<file path="src/rtl/secacc_pkg.sv">
package secacc_pkg;

  typedef enum logic [1:0] {
    ST_IDLE   = 2'd0,
    ST_WINDOW = 2'd1,
    ST_EXEC   = 2'd2
  } accState_t;

  typedef struct packed {
    logic setBit;
    logic clearMap;
    logic clearTimer;
    logic runTimer;
  } ctrlStrobe_t;

endpackage

</file>
<file path="src/rtl/secacc_dpath.sv">
module secacc_dpath
  import secacc_pkg::*;
#(
  parameter int ADDR_W       = 12,
  parameter int DATA_W       = 8,
  parameter int SEC_W        = 4,
  parameter int WINDOW_CYC   = 4000,
  parameter logic [DATA_W-1:0] SUSPEND_CODE = 8'hB0,
  localparam int NUM_SEC     = 1 << SEC_W,
  localparam int TIMER_W     = $clog2(WINDOW_CYC + 1),
  localparam int SEC_SHIFT   = ADDR_W - SEC_W
) (
  input  logic               clk,
  input  logic               rst,
  input  logic               weN,
  input  logic               ceN,
  input  logic [ADDR_W-1:0]  addr,
  input  logic [DATA_W-1:0]  data,
  input  logic               setupSeen,
  input  ctrlStrobe_t        strb,
  output logic               startEdge,
  output logic               endEdge,
  output logic               wrBusy,
  output logic               setupHold,
  output logic               suspendHit,
  output logic               timerHit,
  output logic [NUM_SEC-1:0] sectorMap
);

  logic               wrAct;
  logic               wrPrev;
  logic [ADDR_W-1:0]  addrHold;
  logic [DATA_W-1:0]  dataHold;
  logic [SEC_W-1:0]   secIdx;
  logic [TIMER_W-1:0] count;

  // Strobe edge detection: a write is active while both enables are low.
  assign wrAct     = ~weN & ~ceN;
  assign startEdge = wrAct & ~wrPrev;
  assign endEdge   = ~wrAct & wrPrev;
  assign wrBusy    = wrAct | wrPrev;

  always_ff @(posedge clk) begin
    if (rst) begin
      wrPrev    <= 1'b0;
      addrHold  <= '0;
      dataHold  <= '0;
      setupHold <= 1'b0;
    end else begin
      wrPrev <= wrAct;
      if (startEdge) begin
        addrHold  <= addr;
        dataHold  <= data;
        setupHold <= setupSeen;
      end
    end
  end

  assign secIdx     = SEC_W'(addrHold >> SEC_SHIFT);
  assign suspendHit = (dataHold == SUSPEND_CODE);

  // Retriggerable window timer.
  always_ff @(posedge clk) begin
    if (rst || strb.clearTimer) begin
      count <= '0;
    end else if (strb.runTimer && !timerHit) begin
      count <= count + 1'b1;
    end
  end

  assign timerHit = (count == TIMER_W'(WINDOW_CYC - 1));

  // Sector select bitmap.
  always_ff @(posedge clk) begin
    if (rst || strb.clearMap) begin
      sectorMap <= '0;
    end else if (strb.setBit) begin
      sectorMap <= sectorMap | (NUM_SEC'(1) << secIdx);
    end
  end

endmodule

</file>
<file path="src/rtl/secacc_ctrl.sv">
module secacc_ctrl
  import secacc_pkg::*;
(
  input  logic        clk,
  input  logic        rst,
  input  logic        startEdge,
  input  logic        endEdge,
  input  logic        wrBusy,
  input  logic        setupHold,
  input  logic        suspendHit,
  input  logic        timerHit,
  input  logic        eraseDone,
  output ctrlStrobe_t strb,
  output logic        eraseStart,
  output logic        suspendReq,
  output logic        timerExpired
);

  accState_t state;
  accState_t stateNext;
  logic      startNext;
  logic      suspNext;

  always_comb begin
    strb      = '0;
    stateNext = state;
    startNext = 1'b0;
    suspNext  = 1'b0;
    unique case (state)
      ST_IDLE: begin
        if (endEdge && setupHold) begin
          strb.setBit     = 1'b1;
          strb.clearTimer = 1'b1;
          stateNext       = ST_WINDOW;
        end
      end
      ST_WINDOW: begin
        if (endEdge) begin
          if (suspendHit) begin
            stateNext = ST_EXEC;
            startNext = 1'b1;
            suspNext  = 1'b1;
          end else begin
            strb.setBit     = 1'b1;
            strb.clearTimer = 1'b1;
          end
        end else if (startEdge || wrBusy) begin
          strb.clearTimer = 1'b1;
        end else if (timerHit) begin
          stateNext = ST_EXEC;
          startNext = 1'b1;
        end else begin
          strb.runTimer = 1'b1;
        end
      end
      ST_EXEC: begin
        if (eraseDone) begin
          strb.clearMap   = 1'b1;
          strb.clearTimer = 1'b1;
          stateNext       = ST_IDLE;
        end else if (endEdge && suspendHit) begin
          suspNext = 1'b1;
        end
      end
      default: stateNext = ST_IDLE;
    endcase
  end

  always_ff @(posedge clk) begin
    if (rst) begin
      state      <= ST_IDLE;
      eraseStart <= 1'b0;
      suspendReq <= 1'b0;
    end else begin
      state      <= stateNext;
      eraseStart <= startNext;
      suspendReq <= suspNext;
    end
  end

  assign timerExpired = (state == ST_EXEC);

endmodule

</file>
<file path="src/rtl/sector_erase_accum.sv">
module sector_erase_accum
  import secacc_pkg::*;
#(
  parameter int CLK_HZ     = 50_000_000,
  parameter int WINDOW_NS  = 80_000,
  parameter int ADDR_W     = 12,
  parameter int DATA_W     = 8,
  parameter int SEC_W      = 4,
  parameter logic [DATA_W-1:0] SUSPEND_CODE = 8'hB0,
  localparam int NUM_SEC   = 1 << SEC_W,
  localparam longint WIN_PROD = longint'(CLK_HZ) * longint'(WINDOW_NS),
  localparam int WIN_RAW   = int'((WIN_PROD + 64'sd999_999_999) / 64'sd1_000_000_000),
  localparam int WINDOW_CYC = (WIN_RAW < 2) ? 2 : WIN_RAW
) (
  input  logic               clk,
  input  logic               rst,
  input  logic               weN,
  input  logic               ceN,
  input  logic [ADDR_W-1:0]  addr,
  input  logic [DATA_W-1:0]  data,
  input  logic               setupSeen,
  input  logic               eraseDone,
  output logic [NUM_SEC-1:0] sectorMap,
  output logic               eraseStart,
  output logic               timerExpired,
  output logic               suspendReq
);

  ctrlStrobe_t strb;
  logic startEdge, endEdge, wrBusy, setupHold, suspendHit, timerHit;

  secacc_dpath #(
    .ADDR_W(ADDR_W), .DATA_W(DATA_W), .SEC_W(SEC_W),
    .WINDOW_CYC(WINDOW_CYC), .SUSPEND_CODE(SUSPEND_CODE)
  ) uDpath (
    .clk(clk), .rst(rst), .weN(weN), .ceN(ceN), .addr(addr), .data(data),
    .setupSeen(setupSeen), .strb(strb), .startEdge(startEdge),
    .endEdge(endEdge), .wrBusy(wrBusy), .setupHold(setupHold),
    .suspendHit(suspendHit), .timerHit(timerHit), .sectorMap(sectorMap)
  );

  secacc_ctrl uCtrl (
    .clk(clk), .rst(rst), .startEdge(startEdge), .endEdge(endEdge),
    .wrBusy(wrBusy), .setupHold(setupHold), .suspendHit(suspendHit),
    .timerHit(timerHit), .eraseDone(eraseDone), .strb(strb),
    .eraseStart(eraseStart), .suspendReq(suspendReq),
    .timerExpired(timerExpired)
  );

endmodule

</file>
<file path="config.mk">
export PLATFORM = sky130hd
export DESIGN_NAME = sector_erase_accum
export DESIGN_NICKNAME = d
export VERILOG_FILES = /design/src/rtl/secacc_pkg.sv /design/src/rtl/secacc_dpath.sv /design/src/rtl/secacc_ctrl.sv /design/src/rtl/sector_erase_accum.sv
export SDC_FILE = /design/constraint.sdc
export NUM_CORES = 1
export LEC_CHECK = 0
export BUFFER_PORTS_ARGS = -buffer_cell sky130_fd_sc_hd__buf_2
export CORE_ASPECT_RATIO = 0.7
export CORE_MARGIN = 3
export CORE_UTILIZATION = 45
export CTS_CLUSTER_SIZE = 24
export DETAILED_ROUTE_END_ITERATION = 7
export HOLD_SLACK_MARGIN = 0.05
export PLACE_DENSITY = 0.7
export SLEW_MARGIN = 20
export SYNTH_ARGS = -nofsm -noshare
export SYNTH_HDL_FRONTEND = slang
export SYNTH_SLANG_ARGS = --single-unit
</file>
<file path="constraint.sdc">
create_clock -name clk -period 2.1 [get_ports clk]
set_clock_uncertainty 0.05 [all_clocks]
set_input_delay 0.42 -clock clk [delete_from_list [all_inputs] [get_ports clk]]
set_output_delay 0.42 -clock clk [all_outputs]
set_load 0.01 [all_outputs]
</file>
==> results.py <==
metrics = {
    "timing": {
        "hold_viol": 0,
        "slew_violations": 0,
        "relSlewSlack_pct": 71.6,
        "fin_crit_ns": 1.88,
        "max_freq_mhz": 532,
        "rsz0062_at_grt": "no",
        "period_share_pct": 89.5,
        "finalSetupTns_ns": 0,
        "worstMarginPinSlew_ns": 0.425,
        "setup_viol": 0,
    },
    "route": {
        "wl_met1_mm": 2.19,
        "viasPerCell": 5.03,
        "met2_length_mm": 1.48,
        "drc": 0,
        "wl_met3_um": 258,
        "drtIter0Drc": 63,
        "ant_nets": 0,
        "dr.pass1.iters": 4,
        "highest-signal-layer": "met4",
        "routed-via-count": 1595,
        "detail_route.wirelength_mm": 3.97,
        "wl_per_cell_um": 12.5,
    },
    "logic_synthesis": {
        "synth-seq-area-share_pct": 46.1,
        "synth_common_cells": "dfxtp_1 (46), nand2_1 (45), a21oi_1 (15)",
        "synth_area_leaders": "dfxtp_1 (46%), nand2_1 (8.5%), ha_1 (4.4%)",
        "yosys.cell_count.top_type": "dfxtp_1",
        "syn_avg_cell_area_um2": 8.92,
        "synth_top_cell_area_share_pct": 46.1,
        "ys_warn_count": 0,
        "syn_nets": 257,
        "async_flop_share_pct": 0,
        "synth-edff-count": 0,
        "synth_cells": 224,
        "synth_cell_types": 41,
        "yosysTopAreaCell": "dfxtp_1",
        "ys_ff_latch": 46,
        "synth-main-ff-cell": "dfxtp_1",
        "syn_area_um2": 2000,
    },
    "global_route": {
        "grt_max_degree": 25,
        "grt_use_total_pct": 15.9,
        "grt-ovfl-total": 0,
        "grt_pass1_wl_mm": 6.43,
        "grt_pass1_vias": 1324,
        "antenna_found_initial": 0,
    },
    "cells_and_area": {
        "nFillCells": 397,
        "area_delta_synth_final_pct": 17.6,
        "fin_nets": 297,
        "drive_above_1_share_pct": 24.2,
        "n_antenna_cell": 0,
    },
    "setup_path": {
        "worstPathMaxFanout": 6,
        "path_class": "flop to flop",
        "critPathLaunch": "uCtrl.state[1]",
        "max_stage_delay_ns": 0.34,
        "ff2ff_path_depth": 8,
        "crit_arrival_ns": 2.03,
        "critPathSlowestCell": "dfxtp_1",
        "r2r-end": "uDpath.count[10]",
        "critical_path.endpoint_type": "flop",
        "r2r-start": "uCtrl.state[1]",
        "endpoint": "uDpath.count[10]",
        "worst_ep_required_time_ns": 2.25,
        "start_kind": "flop",
        "worstPathCellList": "inv_1 -> ha_1 -> o21ai_1 -> nor4b_2 -> buf_4 -> nand4_1 -> xor2_1 -> nor2_2",
        "r2r_slack_ns": 0.22,
    },
    "cts": {
        "post_cts_buffers": 0,
        "cts_max_level": 2,
        "cts-resized-gates": 0,
        "root_buffer": "clkbuf_8",
        "cts_hold_buf": 0,
        "clock_latency_ns": 0.31,
        "clk_pin_slew_ns": 0.08,
        "cts.sinks": 46,
        "cts_tree": "done",
        "cts_buffer_depth": 2,
        "cts_made_buffers": 5,
    },
    "floorplan": {
        "dieArea_um2": 5290,
        "die_x_um": 85.6,
        "core-area_um2": 4090,
        "dieHeight_um": 61.8,
        "start_util_pct": 48.9,
        "std_cell_rows": 19,
        "io_pins": 45,
    },
    "flow_run": {
        "drv_cap": 0,
    },
    "power": {
        "powerDensity_nw_per_um2": 684,
        "p_leak_nw": 0.947,
        "finalPower_w": 0.00161,
        "irDropWorstVdd_v": 0.000458,
    },
    "place": {
        "place_congestion": 0.775,
        "dp_hpwl_mm": 2.89,
        "io_buffers": 36,
    },
    "outcome": {
        "status": "finished, final reports clean",
    },
    "hold_path": {
        "min_path_type": "primary input to flop",
    },
}
## stage by stage
step	cells	hold WS, ns	area (µm²)	setup slack [ns]	util (%)
floorplan	224	0.382	2000	0.377	-
finish	317	0.294	2350	0.221	57.5
global placement	309	0.385	2260	0.223	55.3
detailed placement	309	0.391	2260	0.241	55.3
CTS	317	0.286	2350	0.218	57.5
global route	317	0.293	2350	0.0532	57.5
## layout make-up
type                       instances  area [µm²]  area share (%)
multi-input combinational        166        1020            43.6
inverter                           3        11.3           0.479
sequential                        46         921            39.2
timing repair buffer              42         238            10.1
clock inverter                     3        21.3           0.905
clock buffer                       5        68.8            2.93
tap                               52        65.1            2.77
## cell usage in the layout (no fill, tap or decap), drive strengths merged, types with 2 or more instances in the layout
cell type and instances:
nand4 5, and3 5, and4 2, nor4 2, nand2b 5, dfxtp 46, ha 7, a22o 6
xor2 10, buf 42, mux2i 2, nor3b 3, and4b 3, a21oi 15, nor4b 2, clkinv 2
nor2 14, o21ai 12, nand3 8, nor2b 3, clkbuf 5, nand2 45, inv 3, nor3 3
## state kept, by name, summed over array words and instances, names as in the netlist
| register | flops |
|---|---|
| uDpath.addrHold | 4 |
| uDpath.wrPrev | 1 |
| uDpath.dataHold | 8 |
| uCtrl.suspendReq | 1 |
| uDpath.sectorMap | 16 |
| uCtrl.state | 2 |
| uCtrl.eraseStart | 1 |
| uDpath.setupHold | 1 |
| uDpath.count | 12 |
## power breakdown
part           internal, W  switching (W)  leakage (nW)
sequential        0.000891      0.0000199         0.372
combinational    0.0000663      0.0000921         0.531
clock             0.000234       0.000305        0.0441
total              0.00119       0.000417         0.947
## worst min-delay path by stage
stage                      endpoint                 start  cells past startpoint  slack (ns)
6_report         uDpath.dataHold[3]               data[3]                      3        0.29
5_1_grt          uDpath.dataHold[7]               data[7]                      3        0.29
4_1_cts          uDpath.dataHold[3]               data[3]                      3        0.29
3_5_place_dp   uDpath.sectorMap[15]  uDpath.sectorMap[15]                      2        0.39
3_3_place_gp    uDpath.sectorMap[0]   uDpath.sectorMap[0]                      2        0.39
2_1_floorplan    uDpath.dataHold[7]    uDpath.dataHold[7]                      2        0.38
## layer usage
| metal | global-route usage, % | vias up |
|---|---|---|
| met4 | 4.74 | 0 |
| met1 | 24.4 | 692 |
| met3 | 5.93 | 5 |
| li1 | - | 859 |
| met2 | 20.2 | 39 |
| met5 | 0 | - |
## kinds of logic (layout without fill, tap and decap cells)
family	count (synthesis)	count (layout)	synth area share [%]
AOI/OAI and AO/OA	41	41	13.0
DFF	46	46	46.1
adders and majority gates	7	7	4.38
xor gates and xnor gates	11	11	4.82
and+or+nand+nor	104	104	27.5
muxes	3	3	1.57
buffers and inverters	12	53	2.63
## worst max-delay path, delay by kind of cell, from the launching register on
family | cells | cell delay, ns
fa+ha+maj | 1 | 0.29
compound gates | 1 | 0.18
simple gates | 3 | 0.44
xor+xnor | 1 | 0.18
flops | 1 | 0.34
buf+inv | 2 | 0.30
Power figures use the tool's default switching activity.
